**config.mk**
```make
export PLATFORM = sky130hd
export DESIGN_NAME = eeprom_bus_slave
export DESIGN_NICKNAME = d
export VERILOG_FILES = /design/src/rtl/eeprom_slave_pkg.sv /design/src/rtl/i2c_line_mon.sv /design/src/rtl/ctrl_byte_match.sv /design/src/rtl/eeprom_bus_slave.sv
export SDC_FILE = /design/constraint.sdc
export NUM_CORES = 1
export LEC_CHECK = 0
export BUFFER_PORTS_ARGS = -buffer_cell sky130_fd_sc_hd__buf_4
export CORE_ASPECT_RATIO = 1.75
export CORE_MARGIN = 2
export CORE_UTILIZATION = 23
export DETAILED_ROUTE_END_ITERATION = 8
export PLACE_DENSITY = 0.41
export SLEW_MARGIN = 10
export SYNTH_ARGS = -nofsm -noshare
export SYNTH_HDL_FRONTEND = slang
export SYNTH_SLANG_ARGS = --single-unit
```
**constraint.sdc**
```tcl
create_clock -name clk_i -period 2.2 [get_ports clk_i]
set_input_delay 0 -clock clk_i [delete_from_list [all_inputs] [get_ports clk_i]]
set_output_delay 0 -clock clk_i [all_outputs]
set_load 0.005 [all_outputs]
```
**src/rtl/eeprom_slave_pkg.sv**
```systemverilog
package eeprom_slave_pkg;
  localparam logic [3:0] DEV_TYPE = 4'b1010;

  typedef enum logic [3:0] {
    ST_IDLE,
    ST_CTRL,
    ST_CTRL_ACK,
    ST_WADDR,
    ST_WADDR_ACK,
    ST_WDATA,
    ST_WDATA_ACK,
    ST_RDATA,
    ST_RACK,
    ST_WAIT_STOP
  } bus_state_e;
endpackage

```
**src/rtl/i2c_line_mon.sv**
```systemverilog
module i2c_line_mon #(
  parameter int SYNC_STAGES = 2
) (
  input  logic clk_i,
  input  logic rst_ni,
  input  logic scl_i,
  input  logic sda_i,
  output logic scl_o,
  output logic sda_o,
  output logic start_o,
  output logic stop_o,
  output logic scl_rise_o,
  output logic scl_fall_o
);
  logic [SYNC_STAGES-1:0] scl_q, sda_q;
  logic scl_p, sda_p;

  always_ff @(posedge clk_i or negedge rst_ni) begin
    if (!rst_ni) begin
      scl_q <= '1;
      sda_q <= '1;
      scl_p <= 1'b1;
      sda_p <= 1'b1;
    end else begin
      scl_q <= {scl_q[SYNC_STAGES-2:0], scl_i};
      sda_q <= {sda_q[SYNC_STAGES-2:0], sda_i};
      scl_p <= scl_q[SYNC_STAGES-1];
      sda_p <= sda_q[SYNC_STAGES-1];
    end
  end

  assign scl_o      = scl_q[SYNC_STAGES-1];
  assign sda_o      = sda_q[SYNC_STAGES-1];
  assign start_o    = scl_p & scl_o & sda_p & ~sda_o;
  assign stop_o     = scl_p & scl_o & ~sda_p & sda_o;
  assign scl_rise_o = ~scl_p & scl_o;
  assign scl_fall_o = scl_p & ~scl_o;
endmodule

```
**src/rtl/ctrl_byte_match.sv**
```systemverilog
module ctrl_byte_match #(
  parameter int MEM_BYTES = 512,
  localparam int AW = $clog2(MEM_BYTES),
  localparam int BLK_BITS = (AW > 8) ? AW - 8 : 0,
  localparam int BLKW = (BLK_BITS > 0) ? BLK_BITS : 1
) (
  input  logic [7:1]      ctrl_i,
  input  logic [2:0]      pins_i,
  output logic            match_o,
  output logic [BLKW-1:0] block_o
);
  import eeprom_slave_pkg::*;

  // select bits below the mask address memory blocks
  localparam logic [2:0] PIN_MASK = 3'(3'b111 << BLK_BITS);

  assign match_o = (ctrl_i[7:4] == DEV_TYPE) &&
                   (((ctrl_i[3:1] ^ pins_i) & PIN_MASK) == 3'b000);

  if (BLK_BITS > 0) begin : g_blk
    assign block_o = ctrl_i[BLK_BITS:1];
  end else begin : g_noblk
    assign block_o = 1'b0;
  end
endmodule

```
**src/rtl/eeprom_bus_slave.sv**
```systemverilog
module eeprom_bus_slave #(
  parameter int MEM_BYTES = 512,
  parameter int SYNC_STAGES = 2,
  localparam int AW = $clog2(MEM_BYTES),
  localparam int BLKW = (AW > 8) ? AW - 8 : 1
) (
  input  logic          clk_i,
  input  logic          rst_ni,
  input  logic          scl_i,
  input  logic          sda_i,
  output logic          sda_pull_o,
  input  logic [2:0]    pins_i,
  input  logic          wr_busy_i,
  output logic [AW-1:0] mem_addr_o,
  input  logic [7:0]    mem_rdata_i,
  output logic [7:0]    mem_wdata_o,
  output logic          mem_we_o,
  output logic          commit_o
);
  import eeprom_slave_pkg::*;

  logic scl_s, sda_s, start_det, stop_det, scl_rise, scl_fall;
  logic dev_match;
  logic [BLKW-1:0] blk_sel, blk_q;
  logic [AW-1:0] load_addr, ptr_q;
  bus_state_e state_q;
  logic [3:0] cnt_q;
  logic [7:0] sh_q;
  logic rw_q, mack_q, dirty_q, commit_q;
  logic byte_done;

  i2c_line_mon #(.SYNC_STAGES(SYNC_STAGES)) u_mon (
    .clk_i(clk_i), .rst_ni(rst_ni), .scl_i(scl_i), .sda_i(sda_i),
    .scl_o(scl_s), .sda_o(sda_s), .start_o(start_det), .stop_o(stop_det),
    .scl_rise_o(scl_rise), .scl_fall_o(scl_fall)
  );

  ctrl_byte_match #(.MEM_BYTES(MEM_BYTES)) u_match (
    .ctrl_i(sh_q[7:1]), .pins_i(pins_i), .match_o(dev_match), .block_o(blk_sel)
  );

  if (AW > 8) begin : g_wide
    assign load_addr = {blk_q, sh_q};
  end else begin : g_narrow
    assign load_addr = sh_q[AW-1:0];
  end

  assign byte_done = scl_fall && (cnt_q == 4'd8);

  always_ff @(posedge clk_i or negedge rst_ni) begin
    if (!rst_ni) begin
      state_q  <= ST_IDLE;
      cnt_q    <= '0;
      sh_q     <= '0;
      ptr_q    <= '0;
      blk_q    <= '0;
      rw_q     <= 1'b0;
      mack_q   <= 1'b0;
      dirty_q  <= 1'b0;
      commit_q <= 1'b0;
    end else begin
      commit_q <= 1'b0;
      if (start_det) begin
        state_q <= ST_CTRL;
        cnt_q   <= '0;
      end else if (stop_det) begin
        state_q  <= ST_IDLE;
        commit_q <= dirty_q;
        dirty_q  <= 1'b0;
      end else begin
        unique case (state_q)
          ST_CTRL, ST_WADDR, ST_WDATA: begin
            if (scl_rise) begin
              sh_q  <= {sh_q[6:0], sda_s};
              cnt_q <= cnt_q + 4'd1;
            end
            if (byte_done) begin
              if (state_q == ST_CTRL) begin
                if (dev_match && !wr_busy_i) begin
                  state_q <= ST_CTRL_ACK;
                  rw_q    <= sh_q[0];
                  blk_q   <= blk_sel;
                  dirty_q <= 1'b0;
                end else begin
                  state_q <= ST_IDLE;
                end
              end else if (state_q == ST_WADDR) begin
                state_q <= ST_WADDR_ACK;
              end else begin
                state_q <= ST_WDATA_ACK;
                ptr_q   <= ptr_q + 1'b1;
                dirty_q <= 1'b1;
              end
            end
          end
          ST_CTRL_ACK: if (scl_fall) begin
            cnt_q <= '0;
            if (rw_q) begin
              state_q <= ST_RDATA;
              sh_q    <= mem_rdata_i;
            end else begin
              state_q <= ST_WADDR;
            end
          end
          ST_WADDR_ACK: if (scl_fall) begin
            ptr_q   <= load_addr;
            cnt_q   <= '0;
            state_q <= ST_WDATA;
          end
          ST_WDATA_ACK: if (scl_fall) begin
            cnt_q   <= '0;
            state_q <= ST_WDATA;
          end
          ST_RDATA: begin
            if (scl_rise) cnt_q <= cnt_q + 4'd1;
            if (byte_done) begin
              state_q <= ST_RACK;
              ptr_q   <= ptr_q + 1'b1;
            end else if (scl_fall) begin
              sh_q <= {sh_q[6:0], 1'b0};
            end
          end
          ST_RACK: begin
            if (scl_rise) mack_q <= ~sda_s;
            if (scl_fall) begin
              cnt_q <= '0;
              if (mack_q) begin
                state_q <= ST_RDATA;
                sh_q    <= mem_rdata_i;
              end else begin
                state_q <= ST_WAIT_STOP;
              end
            end
          end
          default: ;
        endcase
      end
    end
  end

  always_comb begin
    unique case (state_q)
      ST_CTRL_ACK, ST_WADDR_ACK, ST_WDATA_ACK: sda_pull_o = 1'b1;
      ST_RDATA:                                sda_pull_o = ~sh_q[7];
      default:                                 sda_pull_o = 1'b0;
    endcase
  end

  assign mem_addr_o  = ptr_q;
  assign mem_wdata_o = sh_q;
  assign mem_we_o    = (state_q == ST_WDATA) && byte_done && !start_det && !stop_det;
  assign commit_o    = commit_q;
endmodule

```
# After elaboration in Yosys (flattened, before gate mapping)
# Cells that the tools add are included.
# totals
reg_bits	36
in_bits	16
output_inout_bits	20
word_cells	131
# op_classes
add_sub_neg	2
n_eq_ne	32
n_mux	41
bitwise	15
reduce_logical	28
# op_table
op	n
8-bit 2-to-1 mux	7
4-bit 2-to-1 mux	13
9-bit 2-to-1 mux	5
8-bit case mux with 4 select lines	1
9-bit case mux with 3 select lines	1
2-bit inequality test (second input constant)	13
4-bit case mux with 5 select lines	1
4-bit by 3-bit equality test with 1-bit output (second input constant)	4
4-bit inequality test (second input constant)	4
4-bit equality test (second input constant)	3
6-bit AND reduction	2
10-bit AND reduction	1
9-bit by 1-bit adder with 9-bit output (second input constant)	1
4-bit by 2-bit equality test with 1-bit output (second input constant)	2
1-bit 2-to-1 mux	8
4-bit case mux with 2 select lines	1
4-bit AND reduction	2
8-bit AND reduction	1
4-bit OR reduction	2
1-bit bitwise AND	7
1-bit inverter	7
7-bit nonzero test	1
1-bit logical AND	6
3-bit by 1-bit inequality test with 1-bit output (second input constant)	2
other kinds (17)	23

# Depth between registers and ports, before layout
# Gate-level depths: netlist (run 1).
# logic_depth
ltp_word	10
mapped_depth	8
depth_no_buf	7

# By module
# From an unflattened synthesis (run 1), not the netlist that was laid out.
# hier_totals
cells_unflattened	229
area_unflattened_um2	2214.6
# by_module_without_submodules
mod	n_inst	cells_per_inst	area_per_inst_um2	seq_area_each_um2
eeprom_bus_slave	1	214	1980.6	750.7
i2c_line_mon	1	10	192.7	157.7
ctrl_byte_match	1	5	41.3	0.0

# Worst setup path after synthesis (run 1)
# Ideal clock, no wire load.
# synth_path
path_type	reg-to-reg
start	reg state_q[1]
end	reg sh_q[0], in the netlist mem_wdata_o[0]
t_arrival_ns	1.856
setup_slack_ns	0.220
path_stages_with_launch	7
path_buffers	1
period_less_slack_ns	1.980
cell_sequence	dfrtp_1 -> buf_6 -> or4b_4 -> o31ai_1 -> nor2_1 -> nor4_4 -> mux2_2
# synth_via
elab_chain_len	4
elab_cells_between_ends	17
cone_classes	eq/ne: 13; mux: 1; reduce/logical: 3
# synth_lines
element	line_no	source
from (decl)	eeprom_bus_slave.sv:26	bus_state_e state_q;
from (signal assigned)	eeprom_bus_slave.sv:52	state_q <= ST_IDLE;
from (signal assigned)	eeprom_bus_slave.sv:64	state_q <= ST_CTRL;
from (signal assigned)	eeprom_bus_slave.sv:67	state_q <= ST_IDLE;
4-bit by 1-bit equality test with 1-bit output, or another cell as far along	eeprom_bus_slave.sv:71	unique case (state_q)
3-bit OR reduction	eeprom_bus_slave.sv:71	
4-bit nonzero test (no source line) / 2-bit inequality test (equally long branches)	n/a	
10-bit AND reduction (no source line)	n/a	
to (signal assigned)	eeprom_bus_slave.sv:74	sh_q <= {sh_q[6:0], sda_s};
to (signal assigned)	eeprom_bus_slave.sv:100	sh_q <= mem_rdata_i;
to (signal assigned)	eeprom_bus_slave.sv:120	sh_q <= {sh_q[6:0], 1'b0};
to (decl)	eeprom_bus_slave.sv:28	logic [7:0] sh_q;
# Several ways; a longest one is shown, not always the timed one.
# A chain may end at the register's enable or synchronous reset.

# Worst setup path after layout (run 1)
# layout_path
start	reg state_q[3]
end	reg rw_q
# layout_via
elab_chain_len	3
elab_cells_between_ends	5
cone_classes	eq/ne: 3; reduce/logical: 2
# layout_lines
element	line_no	source
4-bit by 1-bit equality test with 1-bit output, or another cell as far along	eeprom_bus_slave.sv:71, eeprom_bus_slave.sv:78	
3-bit OR reduction	eeprom_bus_slave.sv:71	
6-bit AND reduction (no source line) *	n/a	
to (signal assigned)	eeprom_bus_slave.sv:81	rw_q <= sh_q[0];
to (decl)	eeprom_bus_slave.sv:29	logic rw_q, mack_q, dirty_q, commit_q;
# Every way passes the cells marked *; elsewhere a longest branch is shown, timed or not.

==> results of run 1 <==
[metrics by stage]
stage | cells | utilization, %
after global routing | 391 | 30.70
final | 391 | 30.70
after detailed placement | 379 | 28.55
after CTS | 390 | 30.56
after global placement | 379 | 28.55
after floorplan | 218 | -
[registers in the layout (all words and copies together), names as in the netlist]
signal       count
mem_addr_o       9
mem_wdata_o      8
cnt_q            4
state_q          4
u_mon.scl_q      2
u_mon.sda_q      2
blk_q            1
commit_o         1
dirty_q          1
mack_q           1
rw_q             1
u_mon.scl_p      1
u_mon.sda_p      1
[power groups by stage]
stage	combinational [uW]	sequential, uW	clock (uW)
after floorplan	1190	1120	0
after global placement	1830	1240	0
after CTS	1850	1220	763
final	1860	1210	745
after global routing	2070	1250	794
after detailed placement	1840	1230	0
[per-layer routing]
metal	up-vias	wire length (um)	track usage [%]	share of wire (%)
met1	896	2505	14.07	40
met4	0	187	6.845	3.0
met5	-	0	0	0
met3	11	145	2.351	2.3
met2	37	3382	24.84	54
li1	912	-	-	-
[cell families (layout without fill, tap and decap cells)]
logic type	Yosys count	count (layout)	synth area share, %
AO/OA/AOI/OAI	64	64	19.51
XOR/XNOR	3	3	1.257
adder cells (fa/ha/maj)	3	3	1.796
buffers and inverters	17	70	3.950
flip-flops	36	36	43.45
multiplexers	18	18	9.635
AND/OR/NAND/NOR	77	77	20.41
[worst reg2reg max path: stages (launching register included)]
cell	delay [ns]
sky130_fd_sc_hd__dfrtp_1	0.45
sky130_fd_sc_hd__buf_4	0.20
sky130_fd_sc_hd__nand2b_1	0.22
sky130_fd_sc_hd__nor3_1	0.34
sky130_fd_sc_hd__and3_1	0.32
sky130_fd_sc_hd__mux2_2	0.35
[what timing repair did]
item	4_1_cts	5_1_grt
buffers inserted	0	1
gates resized for setup	0	1
endpoints found under the hold margin	32	0
setup endpoints to repair	0	9
hold buffers	3	0
[area by class of cell]
| cell class | instances | area (sq um) |
|---|---|---|
| repair buffers | 54 | 412.9 |
| fillers | 1005 | 6222 |
| clock buffers | 7 | 142.6 |
| inverters | 8 | 30.03 |
| flip-flops and latches | 36 | 908.4 |
| clock inverters | 1 | 7.507 |
| multi-input cells | 165 | 1105 |
| well taps | 120 | 150.1 |
[cells in the final DEF, fill, tap and decap left out, types with 3 or more instances in the layout]
cell	netlist	final
sky130_fd_sc_hd__nand2_1	16	16
sky130_fd_sc_hd__clkbuf_16	0	5
sky130_fd_sc_hd__nor3_1	5	4
sky130_fd_sc_hd__buf_4	3	51
sky130_fd_sc_hd__nand4_1	4	4
sky130_fd_sc_hd__nor3b_1	3	3
sky130_fd_sc_hd__o21ai_0	16	16
sky130_fd_sc_hd__nor2_1	13	13
sky130_fd_sc_hd__o22ai_1	3	3
sky130_fd_sc_hd__ha_1	3	3
sky130_fd_sc_hd__mux2_2	17	17
sky130_fd_sc_hd__inv_1	8	8
sky130_fd_sc_hd__dlygate4sd3_1	0	3
sky130_fd_sc_hd__and3_1	3	3
sky130_fd_sc_hd__nand3_1	10	10
sky130_fd_sc_hd__nor2b_1	4	4
sky130_fd_sc_hd__a2bb2oi_1	3	3
sky130_fd_sc_hd__a21oi_1	19	19
sky130_fd_sc_hd__dfstp_2	6	6
sky130_fd_sc_hd__nand2b_1	6	6
sky130_fd_sc_hd__o31ai_1	3	3
sky130_fd_sc_hd__dfrtp_1	30	30
sky130_fd_sc_hd__xor2_1	3	3
[worst min path at each step]
| stage | start | slack (ns) | end | cells past startpoint |
|---|---|---|---|---|
| CTS | mem_rdata_i[5] | 0.07 | mem_wdata_o[5]$_DFFE_PN0P_ | 3 |
| floorplan | rst_ni | -0.30 | blk_q$_DFFE_PN0P_ | 0 |
| global placement | rst_ni | 0.009 | commit_o$_DFF_PN0_ | 1 |
| global route | mem_rdata_i[5] | 0.07 | mem_wdata_o[5]$_DFFE_PN0P_ | 3 |
| finish | mem_rdata_i[6] | 0.07 | mem_wdata_o[6]$_DFFE_PN0P_ | 3 |
| detailed placement | rst_ni | 0.01 | dirty_q$_DFFE_PN0P_ | 1 |
==> impl_metrics.json, run 1 <==
{
  "postSynthCellCount": 218,
  "cell_internal_power_uw": 2310,
  "slew_headroom_pct": 54.23,
  "post_drt_via_cell_ratio": 4.747,
  "cts-htree-levels": 2,
  "cp.arrival_ns": 2.17,
  "diode_insertion_count_for_antenna_repair": 0,
  "vias": 1856,
  "period_needed_ns": 1.999,
  "cts-buffers-inserted": 5,
  "synth.distinct_cells": 49,
  "route.detailed.drc": 0,
  "ioPinCount": 36,
  "combinationalPowerShare_pct": 48.7,
  "grt_start_max_net_pins": 37,
  "power_density_over_cell_area_nw_per_um2": 1384,
  "final.setup_skew_ns": 0.006169,
  "final_critical_path_setup_slack_ns": 0.2009,
  "setup_total_negative_slack_ns": 0,
  "first_global_vias": 1849,
  "cts.sinks": 36,
  "coreArea_sq_um": 8979,
  "reg2reg_to": "rw_q$_DFFE_PN0P_",
  "finalPower_uw": 3816,
  "placed_cell_area_sq_um": 2564,
  "syn-mean-instance-area_sq_um": 9.591,
  "avgRoutedWirePerCell_um": 15.91,
  "finalHoldViolCount": 0,
  "synth-seq-cells": 36,
  "ys_seq_area_share_pct": 43.45,
  "critPathSlowestCell": "sky130_fd_sc_hd__dfrtp_1",
  "grtUsageTotal_pct": 13.19,
  "ctsRootBufferMaster": "sky130_fd_sc_hd__clkbuf_16",
  "cts.clk_slew.worst_paths_ns": 0.06,
  "startpoint": "state_q[3]$_DFFE_PN0P_",
  "maxSlewViolCount": 0,
  "worst-path-stages": 5,
  "detail_route.iter0.violations": 118,
  "std_cell_rows": 46,
  "critPathMaxStageDelay_ns": 0.45,
  "clock_latency_ns": 0.29,
  "worstSetupStartpointType": "register",
  "area_growth_syn_to_layout_pct": 31.84,
  "ff2ff_setup_slack_ns": 0.20,
  "gp_congestion": 0.7958,
  "final_ant_viol_nets": 0,
  "cp_top_family": "simple AND/OR/NAND/NOR gates",
  "synth_edf_count": 0,
  "netSwitchingFraction_pct": 39.46,
  "syn_area_sq_um": 2091,
  "power.static_leakage_uw": 0.001199,
  "dp.final_hpwl_um": 4663,
  "grt.overflow.total": 0,
  "grt_setup_unrepaired": "no",
  "netlist_top_cells_count": "sky130_fd_sc_hd__dfrtp_1, sky130_fd_sc_hd__a21oi_1, sky130_fd_sc_hd__mux2_2",
  "die_area_sq_um": 9899,
  "maximum_clock_rate_ghz": 0.5002,
  "cts-root-to-sink-buffers": 2,
  "r2r_start": "state_q[3]$_DFFE_PN0P_",
  "worstSetupPathType": "register to register",
  "power.ir.vdd_worst_v": 0.0004945,
  "critical_path.endpoint_type": "register",
  "finalSetupViolations": 0,
  "finalHoldWorstSlack_ns": 0.07127,
  "path_max_fanout": 9,
  "sequentialPowerShare_pct": 31.7,
  "chipWidth_um": 76.07,
  "destination_of_the_critical_timing_path": "rw_q$_DFFE_PN0P_",
  "syn_nets": 237,
  "power.switching_uw": 1506,
  "synth_top_area_cells": "sky130_fd_sc_hd__dfrtp_1, sky130_fd_sc_hd__mux2_2, sky130_fd_sc_hd__dfstp_2",
  "yosys_most_used_dff": "sky130_fd_sc_hd__dfrtp_1",
  "port-buffer-count": 34,
  "critical_path.cell_chain": "buf_4 > nand2b_1 > nor3_1 > and3_1 > mux2_2",
  "chipHeight_um": 130.1,
  "synthDominantAreaCellType": "sky130_fd_sc_hd__dfrtp_1",
  "tritoncts": "done",
  "detailedPlace.worstSlack_ns": 0.08688,
  "floorplan.initialDensity_pct": 23.29,
  "postRouteWirelength_um": 6221,
  "timing.max_cap.violations": 0,
  "finish.net_count": 289,
  "outcome": "complete, no violations",
  "synthDominantCellAreaShare_pct": 35.91,
  "drive_above_1_share_pct": 31.73,
  "final_min_period_over_clock_period_pct": 90.87,
  "synth-async-reset-ratio_pct": 100.0,
  "timing.critical_path.buf_inv": 1,
  "synth.most_common_cell": "sky130_fd_sc_hd__dfrtp_1",
  "min-delay-path-class": "input port to register",
  "reg2regPathDepth": 5,
  "worst_pin_slew_ns": 0.6845,
  "finish.instance_area_sq_um": 2756,
  "timing.critical_path.required_ns": 2.37,
  "drt_pre_antenna_iters": 6,
  "clock_power_share_pct": 19.5,
  "antenna_violations_before_repair": 0,
  "grt_pass1_wl_um": 10010,
  "ys.warnings.count": 0
}
No activity file was read; power rests on OpenSTA's default activity.
==> run 2: changes to the inputs <==
--- a/config.mk
+++ b/config.mk
@@ -10,6 +10,7 @@
 export CORE_MARGIN = 2
 export CORE_UTILIZATION = 23
 export DETAILED_ROUTE_END_ITERATION = 8
+export GPL_TIMING_DRIVEN = 0
 export PLACE_DENSITY = 0.41
 export SLEW_MARGIN = 10
 export SYNTH_ARGS = -nofsm -noshare
==> run 2 against run 1 <==
Routed wire length increased by 0.24%; register-to-register slack got worse by 0.06 ns; clock-buffer cell count decreased by 1; setup slack got worse by 0.057 ns; clock power decreased by 5.6%; utilization decreased by 0.75 points; fmax decreased by 2.8%; critical path type unchanged; largest cell class unchanged.
==> impl_metrics.json, run 2 (synthesis gave the netlist of run 1 again) <==
{
  "placed_cell_area_sq_um": 2496,
  "grt_pass1_wl_um": 10020,
  "std_cell_rows": 46,
  "worstSetupStartpointType": "register",
  "worst_pin_slew_ns": 0.7893,
  "ctsRootBufferMaster": "sky130_fd_sc_hd__clkbuf_16",
  "maximum_clock_rate_ghz": 0.4864,
  "critPathSlowestCell": "sky130_fd_sc_hd__dfrtp_1",
  "cp.arrival_ns": 2.22,
  "finish.instance_area_sq_um": 2689,
  "finalSetupViolations": 0,
  "final_min_period_over_clock_period_pct": 93.45,
  "detail_route.iter0.violations": 94,
  "avgRoutedWirePerCell_um": 16.24,
  "worst_hold_path.num_cells": 3,
  "gp_congestion": 0.8073,
  "grtUsageTotal_pct": 13.30,
  "cts.sinks": 36,
  "final_ant_viol_nets": 0,
  "final-instance-count-excl-fill": 384,
  "critPathMaxStageDelay_ns": 0.37,
  "dp.final_hpwl_um": 4695,
  "grt_start_max_net_pins": 37,
  "tritoncts": "done",
  "critical_path.endpoint_type": "register",
  "drive_above_1_share_pct": 29.55,
  "outcome": "complete, no violations",
  "slew_headroom_pct": 46.97,
  "detailedPlace.worstSlack_ns": -0.08068,
  "period_needed_ns": 2.056,
  "post_drt_via_cell_ratio": 4.883,
  "grt.overflow.total": 0,
  "cts-htree-levels": 2,
  "drt_pre_antenna_iters": 4,
  "worstSetupPathType": "register to register",
  "vias": 1875,
  "first_global_vias": 1818,
  "path_max_fanout": 10,
  "cts-buffers-inserted": 5,
  "antenna_violations_before_repair": 0,
  "timing.critical_path.required_ns": 2.37,
  "timing.critical_path.buf_inv": 2,
  "area_growth_syn_to_layout_pct": 28.61,
  "ioPinCount": 36,
  "cts.clk_slew.worst_paths_ns": 0.06,
  "power.ir.vdd_worst_v": 0.0005294,
  "final_critical_path_setup_slack_ns": 0.1441,
  "critical_path.cell_chain": "buf_6 > clkbuf_1 > nor2_1 > nand4_1 > nor3_2 > and3_2 > mux2_2",
  "min-delay-path-class": "input port to register",
  "finalPower_uw": 3720,
  "postRouteWirelength_um": 6236,
  "setup_total_negative_slack_ns": 0,
  "chipHeight_um": 130.1,
  "timing.max_cap.violations": 0,
  "final.setup_skew_ns": 0.007983,
  "worst-path-stages": 7,
  "cts-root-to-sink-buffers": 2,
  "finalHoldViolCount": 0,
  "cp_top_family": "simple AND/OR/NAND/NOR gates",
  "power.static_leakage_uw": 0.001146,
  "grt_setup_unrepaired": "no",
  "route.detailed.drc": 0,
  "most-common-layout-cells": "sky130_fd_sc_hd__buf_4, sky130_fd_sc_hd__dfrtp_1, sky130_fd_sc_hd__a21oi_1, sky130_fd_sc_hd__mux2_2, sky130_fd_sc_hd__o21ai_0",
  "coreArea_sq_um": 8979,
  "maxSlewViolCount": 0,
  "floorplan.initialDensity_pct": 23.29,
  "port-buffer-count": 34,
  "reg2regPathDepth": 7,
  "layout.cells.most_common": "sky130_fd_sc_hd__buf_4",
  "placed_cells": 372,
  "clock_latency_ns": 0.29,
  "largest_register_ffs": 9,
  "power_density_over_cell_area_nw_per_um2": 1383,
  "diode_insertion_count_for_antenna_repair": 0,
  "chipWidth_um": 76.07,
  "die_area_sq_um": 9899,
  "finish.net_count": 282
}
run 2: worst paths after layout:
check	slack, ns	endpoint	start
max	0.14	rw_q$_DFFE_PN0P_	state_q[1]$_DFFE_PN0P_
min	0.07	mem_wdata_o[5]$_DFFE_PN0P_	mem_rdata_i[5]
min in group asynchronous	0.22	commit_o$_DFF_PN0_	rst_ni
max in group asynchronous	1.62	u_mon.scl_p$_DFF_PN1_	rst_ni
min reg2reg	0.35	u_mon.sda_q[1]$_DFF_PN1_	u_mon.sda_q[0]$_DFF_PN1_
max reg2reg	0.14	rw_q$_DFFE_PN0P_	state_q[1]$_DFFE_PN0P_
run 2: area by class of cell:
cell class	instances	area, sq um
Sequential cell	36	908.4
Timing Repair Buffer	38	292.8
Tap cell	120	150.1
Multi-Input combinational cell	165	1112
Buffer	9	53.80
Inverter	8	30.03
Clock inverter	2	12.51
Fill cell	1024	6290
Clock buffer	6	128.9
run 2: timing repair:
item,CTS,global route
endpoints found under the hold margin,32,0
pin swaps,1,0
gates resized for setup,0,6
buffers inserted,1,0
setup endpoints to repair,8,20
hold buffers,3,0
run 2: per-layer routing:
metal  part of all wire, %  GRT usage (%)  routed length (um)  up-vias
met2                    55          24.84                3406       37
li1                      -              -                   -      901
met5                     0              0                   0        -
met4                   2.7          6.738                 170        0
met3                   2.6          2.490                 165       10
met1                    40          14.37                2494      927
run 2: metrics by stage:
step / util, % / hold WS (ns)
global placement: 27.80 / 0.006864
floorplan: - / -0.2956
detailed placement: 27.80 / 0.007694
global route: 29.95 / 0.07809
CTS: 29.79 / 0.06418
finish: 29.95 / 0.06763
run 2: where the power goes:
part           internal [uW]  leakage (uW)  switching [uW]
Combinational            901      0.000634             903
Sequential               892      0.000445             321
Clock                    418     0.0000669             285
Total                   2210       0.00115            1510
run 2: worst register-to-register path, delay by kind of cell, from the launching register on:
kind	cells	cell delay, ns
buffers and inverters	2	0.34
DFF	1	0.37
muxes	1	0.34
and+or+nand+nor	4	0.88
==> run 3: changes to the inputs <==
==> constraint.sdc (replaced) <==
create_clock -name clk_i -period 2 [get_ports clk_i]
set_input_delay 0 -clock clk_i [delete_from_list [all_inputs] [get_ports clk_i]]
set_output_delay 0 -clock clk_i [all_outputs]
set_load 0.005 [all_outputs]
==> run 3 against run 2 <==
Via count grew 1.4%; largest power group unchanged; largest cell class unchanged; clock-buffer cell count did not move; utilization up 1.8 points; sequential share of layout area decreased by 1.9 points.
==> impl_metrics.json, run 3 (synthesis gave the netlist of run 1 again) <==
{
  "chipHeight_um": 130.1,
  "timing.critical_path.required_ns": 2.17,
  "power_density_over_cell_area_nw_per_um2": 1548,
  "ctsRootBufferMaster": "sky130_fd_sc_hd__clkbuf_16",
  "dp.final_hpwl_um": 4695,
  "grt_start_max_net_pins": 37,
  "die_area_sq_um": 9899,
  "maxSlewViolCount": 0,
  "std_cell_rows": 46,
  "chipWidth_um": 76.07,
  "power.ir.vdd_worst_v": 0.0006087,
  "avgRoutedWirePerCell_um": 16.44,
  "diode_insertion_count_for_antenna_repair": 0,
  "grt.overflow.total": 0,
  "critPathSlowestCell": "sky130_fd_sc_hd__or4b_4",
  "first_global_vias": 1826,
  "cts-htree-levels": 2,
  "final_critical_path_setup_slack_ns": 0.02971,
  "largest_register_ffs": 9,
  "drive_above_1_share_pct": 37.50,
  "power.static_leakage_uw": 0.001221,
  "outcome": "complete, no violations",
  "most-common-layout-cells": "sky130_fd_sc_hd__buf_4, sky130_fd_sc_hd__dfrtp_1, sky130_fd_sc_hd__a21oi_1, sky130_fd_sc_hd__nand2_1, sky130_fd_sc_hd__o21ai_0",
  "min-delay-path-class": "input port to register",
  "critical_path.endpoint_type": "register",
  "grtUsageTotal_pct": 13.35,
  "finalHoldViolCount": 0,
  "worstSetupPathType": "register to register",
  "finalSetupViolations": 0,
  "post_drt_via_cell_ratio": 4.852,
  "coreArea_sq_um": 8979,
  "finish.net_count": 290,
  "cts.sinks": 36,
  "critical_path.cell_chain": "or4b_4 > o31ai_4 > nor2_2 > nor4_4 > buf_6 > mux2_2",
  "postRouteWirelength_um": 6444,
  "placed_cells": 372,
  "antenna_violations_before_repair": 0,
  "detail_route.iter0.violations": 99,
  "route.detailed.drc": 0,
  "maximum_clock_rate_ghz": 0.5075,
  "grt_setup_unrepaired": "yes",
  "cp.arrival_ns": 2.14,
  "cts-buffers-inserted": 5,
  "grt_pass1_wl_um": 10050,
  "path_max_fanout": 8,
  "final-instance-count-excl-fill": 392,
  "final_ant_viol_nets": 0,
  "port-buffer-count": 34,
  "worstSetupStartpointType": "register",
  "setup_total_negative_slack_ns": 0,
  "critPathMaxStageDelay_ns": 0.60,
  "nFillCells": 1028,
  "vias": 1902,
  "final_min_period_over_clock_period_pct": 98.51,
  "floorplan.initialDensity_pct": 23.29,
  "drt_pre_antenna_iters": 4,
  "timing.max_cap.violations": 0,
  "clock_latency_ns": 0.29,
  "cts.clk_slew.worst_paths_ns": 0.06,
  "cts-root-to-sink-buffers": 2,
  "ioPinCount": 36,
  "detailedPlace.worstSlack_ns": -0.2807,
  "period_needed_ns": 1.970,
  "finalCoreUtilization_pct": 31.74,
  "worst_pin_slew_ns": 0.7638,
  "slew_headroom_pct": 48.69,
  "tritoncts": "done",
  "layout.cells.most_common": "sky130_fd_sc_hd__buf_4",
  "finalPower_uw": 4412,
  "area_growth_syn_to_layout_pct": 36.33,
  "final.setup_skew_ns": 0.007195,
  "gp_congestion": 0.8073
}
[run 3: cell types whose count changed in the layout (fill, tap and decap cells not counted), sizes merged]
cell    change
clkbuf      -1
buf         +9
[run 3: path summary, 6_finish.rpt]
check / slack [ns] / to / start / cells after the start
setup / recovery: 0.03 / mem_wdata_o[4]$_DFFE_PN0P_ / state_q[2]$_DFFE_PN0P_ / 6
hold / removal: 0.07 / mem_wdata_o[5]$_DFFE_PN0P_ / mem_rdata_i[5] / 3
setup reg to reg: 0.03 / mem_wdata_o[4]$_DFFE_PN0P_ / state_q[2]$_DFFE_PN0P_ / 6
hold reg to reg: 0.35 / u_mon.sda_q[1]$_DFF_PN1_ / u_mon.sda_q[0]$_DFF_PN1_ / 0
max in group asynchronous: 1.42 / u_mon.scl_p$_DFF_PN1_ / rst_ni / 2
min in group asynchronous: 0.22 / commit_o$_DFF_PN0_ / rst_ni / 2
[run 3: cell type report]
class | count | area, sq um | share of cell area, %
clock buffers | 6 | 128.9 | 4.522
clock inverters | 2 | 12.51 | 0.4390
flip-flops and latches | 36 | 908.4 | 31.87
well taps | 120 | 150.1 | 5.268
plain buffers | 9 | 62.56 | 2.195
inverters | 8 | 30.03 | 1.054
multi-input cells | 165 | 1201 | 42.14
repair buffers | 46 | 356.6 | 12.51
[run 3: repair_timing]
item / in CTS / in global routing
setup endpoints to repair: 20 / 25
setup buffers: 1 / 8
pin swaps: 2 / 2
hold endpoints to repair: 32 / 0
gates resized for setup: 8 / 32
gates cloned: 0 / 0
hold buffers: 3 / 0
[run 3: power by group]
part | internal [uW] | switching [uW] | total, uW | leakage [uW]
combinational | 1190 | 1110 | 2290 | 0.000709
clock | 460 | 317 | 777 | 0.0000669
sequential | 981 | 359 | 1340 | 0.000445
[run 3: critical path, delay by kind of cell (launching register included)]
kind / cells / cell delay [ns]
AO/OA/AOI/OAI: 1 / 0.08
buffers and inverters: 1 / 0.19
AND/OR/NAND/NOR: 3 / 0.81
multiplexers: 1 / 0.34
flip-flops: 1 / 0.43
[run 3: layer usage]
| layer | vias up | global-route usage (%) | share of wire [%] |
|---|---|---|---|
| met2 | 39 | 24.95 | 55 |
| met4 | 0 | 6.738 | 2.3 |
| met5 | - | 0 | 0 |
| li1 | 914 | - | - |
| met3 | 7 | 2.490 | 3.0 |
| met1 | 942 | 14.41 | 40 |
[run 3: per-stage QoR]
stage | instance area (sq um) | hold WS (ns)
after global routing | 2850 | 0.08687
after floorplan | 2091 | -0.2956
after CTS | 2701 | 0.06414
after global placement | 2496 | 0.006864
after detailed placement | 2496 | 0.007694
final | 2850 | 0.06546
